**src/rtl/memdec_pkg.sv**
```systemverilog
package memdec_pkg;

    localparam int ADDR_W      = 20;
    localparam int BLK_LSB     = 15;
    localparam int HI_W        = ADDR_W - BLK_LSB;
    localparam int SW_W        = 8;

    // block numbers in units of 32 KiB
    localparam int DISP_FIRST  = 20;
    localparam int UMB_FIRST   = 24;
    localparam int NUM_UMB     = 6;
    localparam int EXT_FIRST   = 28;
    localparam int SYS_FIRST   = 30;

    localparam int ROM_SIZE_BIT = 6;
    localparam int MONO_BIT     = 7;
    localparam int A16_IDX      = 16 - BLK_LSB;

    typedef enum logic [1:0] {
        RG_BASE,
        RG_DISP,
        RG_UMB,
        RG_SYS
    } region_e;

    typedef struct packed {
        logic ram;
        logic rom;
    } dec_t;

    function automatic region_e region_of(input logic [HI_W-1:0] hi);
        if (int'(hi) < DISP_FIRST)     return RG_BASE;
        else if (int'(hi) < UMB_FIRST) return RG_DISP;
        else if (int'(hi) < SYS_FIRST) return RG_UMB;
        else                           return RG_SYS;
    endfunction

    function automatic logic in_ext(input logic [HI_W-1:0] hi);
        return (int'(hi) >= EXT_FIRST) && (int'(hi) < SYS_FIRST);
    endfunction

endpackage

```
**src/rtl/addr_latch.sv**
```systemverilog
module addr_latch #(
    parameter int W = memdec_pkg::HI_W
) (
    input  logic         clk,
    input  logic         rst,
    input  logic         ale,
    input  logic [W-1:0] d,
    output logic [W-1:0] q
);
    always_ff @(posedge clk) begin
        if (rst)      q <= '0;
        else if (ale) q <= d;
    end
endmodule

```
**src/rtl/strobe_qual.sv**
```systemverilog
module strobe_qual (
    input  logic bus_io,
    input  logic rd_n,
    input  logic wr_n,
    output logic active
);
    always_comb active = !bus_io && (!rd_n || !wr_n);
endmodule

```
**src/rtl/region_decode.sv**
```systemverilog
module region_decode
    import memdec_pkg::*;
(
    input  logic [HI_W-1:0] hi,
    input  logic [SW_W-1:0] sw,
    output dec_t            dec
);
    logic [NUM_UMB-1:0] blk_hit;
    region_e            region;
    logic               rom_hit;

    for (genvar i = 0; i < NUM_UMB; i++) begin : g_umb
        assign blk_hit[i] = (hi == HI_W'(UMB_FIRST + i)) && sw[i];
    end

    always_comb begin
        region  = region_of(hi);
        rom_hit = (region == RG_SYS) || (in_ext(hi) && !sw[ROM_SIZE_BIT]);
        dec.rom = rom_hit;
        dec.ram = (region == RG_BASE) || ((|blk_hit) && !rom_hit);
    end
endmodule

```
**src/rtl/memory_decoder.sv**
```systemverilog
module memory_decoder
    import memdec_pkg::*;
(
    input  logic            clk,
    input  logic            rst,
    input  logic            ale,
    input  logic [HI_W-1:0] cpu_addr_hi,
    input  logic            bus_io,
    input  logic            rd_n,
    input  logic            wr_n,
    input  logic [SW_W-1:0] cfg_sw,
    output logic            ram_sel,
    output logic            rom_sel,
    output logic            rom_a16,
    output logic            mono_disp
);
    logic [HI_W-1:0] addr_q;
    logic            active;
    dec_t            dec;

    addr_latch #(.W(HI_W)) u_latch (
        .clk (clk),
        .rst (rst),
        .ale (ale),
        .d   (cpu_addr_hi),
        .q   (addr_q)
    );

    strobe_qual u_qual (
        .bus_io (bus_io),
        .rd_n   (rd_n),
        .wr_n   (wr_n),
        .active (active)
    );

    region_decode u_dec (
        .hi  (addr_q),
        .sw  (cfg_sw),
        .dec (dec)
    );

    always_comb begin
        ram_sel   = dec.ram && active;
        rom_sel   = dec.rom && active;
        rom_a16   = !addr_q[A16_IDX];
        mono_disp = cfg_sw[MONO_BIT];
    end
endmodule

```
**config.mk**
```make
export PLATFORM = sky130hd
export DESIGN_NAME = memory_decoder
export DESIGN_NICKNAME = d
export VERILOG_FILES = /design/src/rtl/memdec_pkg.sv /design/src/rtl/addr_latch.sv /design/src/rtl/strobe_qual.sv /design/src/rtl/region_decode.sv /design/src/rtl/memory_decoder.sv
export SDC_FILE = /design/constraint.sdc
export NUM_CORES = 1
export LEC_CHECK = 0
export CAP_MARGIN = 15
export CORE_AREA = 3 3 40 42
export CTS_CLUSTER_SIZE = 14
export DETAILED_ROUTE_END_ITERATION = 10
export DIE_AREA = 0 0 43 45
export DONT_BUFFER_PORTS = 1
export PLACE_DENSITY = 0.39
export SYNTH_ARGS = -nofsm -noshare
export SYNTH_HDL_FRONTEND = slang
export SYNTH_SLANG_ARGS = --single-unit
```
**constraint.sdc**
```tcl
create_clock -name clk -period 1.2 [get_ports clk]
set_clock_uncertainty 0.05 [all_clocks]
set_input_delay 0.24 -clock clk [delete_from_list [all_inputs] [get_ports clk]]
set_output_delay 0.24 -clock clk [all_outputs]
set_load 0.02 [all_outputs]
```
==> impl_metrics.py <==
metrics = {
    "clocking": {
        "numCtsBuffers": 3,
        "cts_buffer_depth": 2,
        "postCtsSetupRepairBufs": 0,
        "htreeDepth": 1,
        "clk-insertion-delay-late_ns": 0.24,
        "root_buffer": "clkbuf_4",
        "tritoncts": "yes",
        "clk_pin_slew_ns": 0.05,
        "clkSinkCount": 5,
    },
    "final_layout": {
        "finalNonFillerCells": 51,
        "diodes": 0,
        "largest_reg_flops": 5,
        "fillers": 148,
        "post-route-util_pct": 28.24,
        "reg_top3": "u_latch.q: 5 flops",
        "regMostFlops": "u_latch.q",
        "fin_nets": 56,
        "fin_area_um2": 362.8,
        "layout-drive-gt1-share_pct": 36.11,
        "syn_to_final_growth_pct": 30.04,
    },
    "worst_setup_path": {
        "crit_buf_inv": 0,
        "crit_path_end_kind": "output pin",
        "cp.arrival_ns": 1.22,
        "worst_setup_path_start_kind": "flip-flop",
        "max_stage_delay_ns": 0.36,
        "cp_cell_sequence": "mux2i_1, a22oi_1, o221a_2",
        "worstPathRequired_ns": 0.91,
        "path_class": "flip-flop to output pin",
        "crit_slowest_cell": "dfxtp_4",
        "critPathTopFamily": "compound AO/OA/AOI/OAI gates",
        "worstPathMaxFanout": 4,
    },
    "placed_design": {
        "portBuffers": 0,
        "post_dp_cell_area_um2": 301.5,
        "place_inst": 45,
        "dpl.hpwl_um": 561.2,
        "pre_cts_slack_ns": -0.1179,
        "gp_congestion": 0.6255,
    },
    "power": {
        "p_sw_share_pct": 23.26,
        "p_comb_share_pct": 13.6,
        "leakage_nw": 0.1491,
        "peakVddDrop_mv": 0.7222,
        "powerDensity_nw_per_um2": 1215,
        "intPower_mw": 0.3384,
        "clkPwrFrac_pct": 44.2,
        "total_power_mw": 0.4410,
        "seqPwrFrac_pct": 42.2,
        "p_switching_mw": 0.1026,
    },
    "synthesis": {
        "synthAdderAreaFrac_pct": 0,
        "ys_seq_area_share_pct": 35.87,
        "synthMuxAreaShare_pct": 28.70,
        "synthesis.instances": 30,
        "synth_xor_area_share_pct": 0,
        "synth_compound_area_share_pct": 8.520,
        "ys_types": 13,
        "synth-simple-area-share_pct": 21.08,
        "synthesis.area_um2": 279.0,
        "synth_nets": 49,
        "ys_warn_count": 0,
        "synth.avg_cell_area_um2": 9.301,
        "ys_seq_elements": 5,
        "synth_top_family_by_area": "multiplexers",
    },
    "global_route": {
        "grt_max_degree": 6,
        "busiest_layer": "met2",
        "grtUsageTotal_pct": 8.167,
        "met1_usage_pct": 8.454,
        "grt_pass1_vias": 242,
        "grt_pass1_wl_um": 1076,
        "grt_overflow": 0,
        "grt_use_met3_pct": 7.968,
        "antenna_found_initial": 0,
        "grt_use_met2_pct": 11.98,
    },
    "routing": {
        "totalWireLength_um": 674,
        "drt_iter0_markers": 5,
        "ant_nets": 0,
        "via_per_inst": 4.588,
        "drc": 0,
        "vias": 234,
        "wl_per_cell_um": 13.22,
        "drt-pass1-iter-count": 4,
    },
    "floorplan": {
        "ioPinCount": 23,
        "rows": 13,
        "initial_core_util_pct": 21.71,
        "core-area_um2": 1285,
        "dieArea_um2": 1935,
        "dieHeight_um": 45,
        "die_w_um": 43,
    },
    "min_path": {
        "hold_path.class": "primary input to flip-flop",
    },
    "timing": {
        "period_needed_ns": 1.509,
        "tightest_slew_ns": 0.1716,
        "max_slew_margin_pct": 88.23,
        "hold_viol_final": 0,
        "setup_viol": 2,
        "rsz0062_at_grt": "yes",
        "post-route-period-util_pct": 125.7,
        "worst_slack_ns": -0.3086,
        "drv_slew": 0,
        "fmax_mhz": 662.9,
    },
    "outcome": {
        "outcome": "finished, violations left",
        "violations": "negative setup slack",
    },
    "run": {
        "cap_violations": 0,
    },
}
## power groups by stage
stage	Sequential [mW]	Combinational (mW)	Clock [mW]
after global placement	0.189	0.0499	0
after floorplan	0.188	0.0489	0
after global routing	0.188	0.0660	0.219
final	0.186	0.0599	0.195
after detailed placement	0.189	0.0514	0
after CTS	0.186	0.0578	0.205
## cells by family (layout without fill, tap and decap cells)
| kind of cell | Yosys count | in the layout |
|---|---|---|
| buf+inv | 3 | 9 |
| compound gates | 3 | 3 |
| simple gates | 11 | 11 |
| flops | 5 | 5 |
| mux | 8 | 8 |
## cell type report
class / count / area (µm²) / area share, %
multi-input cells: 22 / 171.4 / 47.24
flip-flops and latches: 5 / 107.6 / 29.66
repair buffers: 4 / 35.03 / 9.655
clock buffers: 4 / 26.28 / 7.241
well taps: 15 / 18.77 / 5.172
inverters: 1 / 3.754 / 1.034
## layout by cell type, fill, tap and decap left out
cell	Yosys	final
a21oi_1	1	1
nor2_1	6	6
clkbuf_4	0	3
mux2i_1	8	8
dfxtp_2	0	3
clkbuf_1	0	1
buf_4	1	2
and4b_2	0	1
dlygate4sd3_1	0	2
dfxtp_1	5	1
dfxtp_4	0	1
a22oi_1	1	1
nor3b_2	1	1
o221a_2	0	1
nand2_1	2	2
inv_1	1	1
nand2b_4	0	1
## Yosys cell counts, drive strengths merged
library cell	count	area (µm²)
nand2	2	7.510
and4b	1	10.01
a21oi	1	5.000
nor2	6	22.52
a22oi	1	7.510
dfxtp	5	100.1
inv	1	3.750
mux2i	8	80.08
nor3b	1	12.51
o221a	1	11.26
nand2b	1	6.260
buf	2	12.51
## what timing repair did
| item | in CTS | in global routing |
|---|---|---|
| pin swaps | 2 | 1 |
| hold buffers | 1 | 1 |
| setup endpoints to repair | 2 | 2 |
| cloned | 0 | 0 |
| resized for setup | 6 | 1 |
| endpoints found under the hold margin | 2 | 3 |
## routing by layer
layer | wire length [µm] | up-vias
met5 | 0 | -
li1 | - | 117
met2 | 336 | 11
met4 | 0 | 0
met1 | 262 | 106
met3 | 75 | 0
## final timing paths
path,startpoint,to,slack [ns],cells past startpoint
worst max-delay path,u_latch.q[0]$_SDFFE_PP0P_,ram_sel,-0.31,3
worst min-delay path,cpu_addr_hi[2],u_latch.q[2]$_SDFFE_PP0P_,0.1,2
worst max register to register,u_latch.q[1]$_SDFFE_PP0P_,u_latch.q[1]$_SDFFE_PP0P_,0.42,3
worst min register to register,u_latch.q[4]$_SDFFE_PP0P_,u_latch.q[4]$_SDFFE_PP0P_,0.45,2
## through the flow
step	hold slack [ns]	TNS (ns)
5_1_grt	0.08737	-0.5170
3_3_place_gp	0.2580	-0.06859
6_report	0.09543	-0.4020
3_5_place_dp	0.2576	-0.1179
2_1_floorplan	0.2550	-0.03337
4_1_cts	0.0006588	-0.4654
## worst register-to-register path, cell delays in order (launching register included)
cell     delay (ns)
dfxtp_2        0.33
buf_4          0.13
mux2i_1        0.12
nor2_1         0.05
No activity file was read; power rests on OpenSTA's default activity.
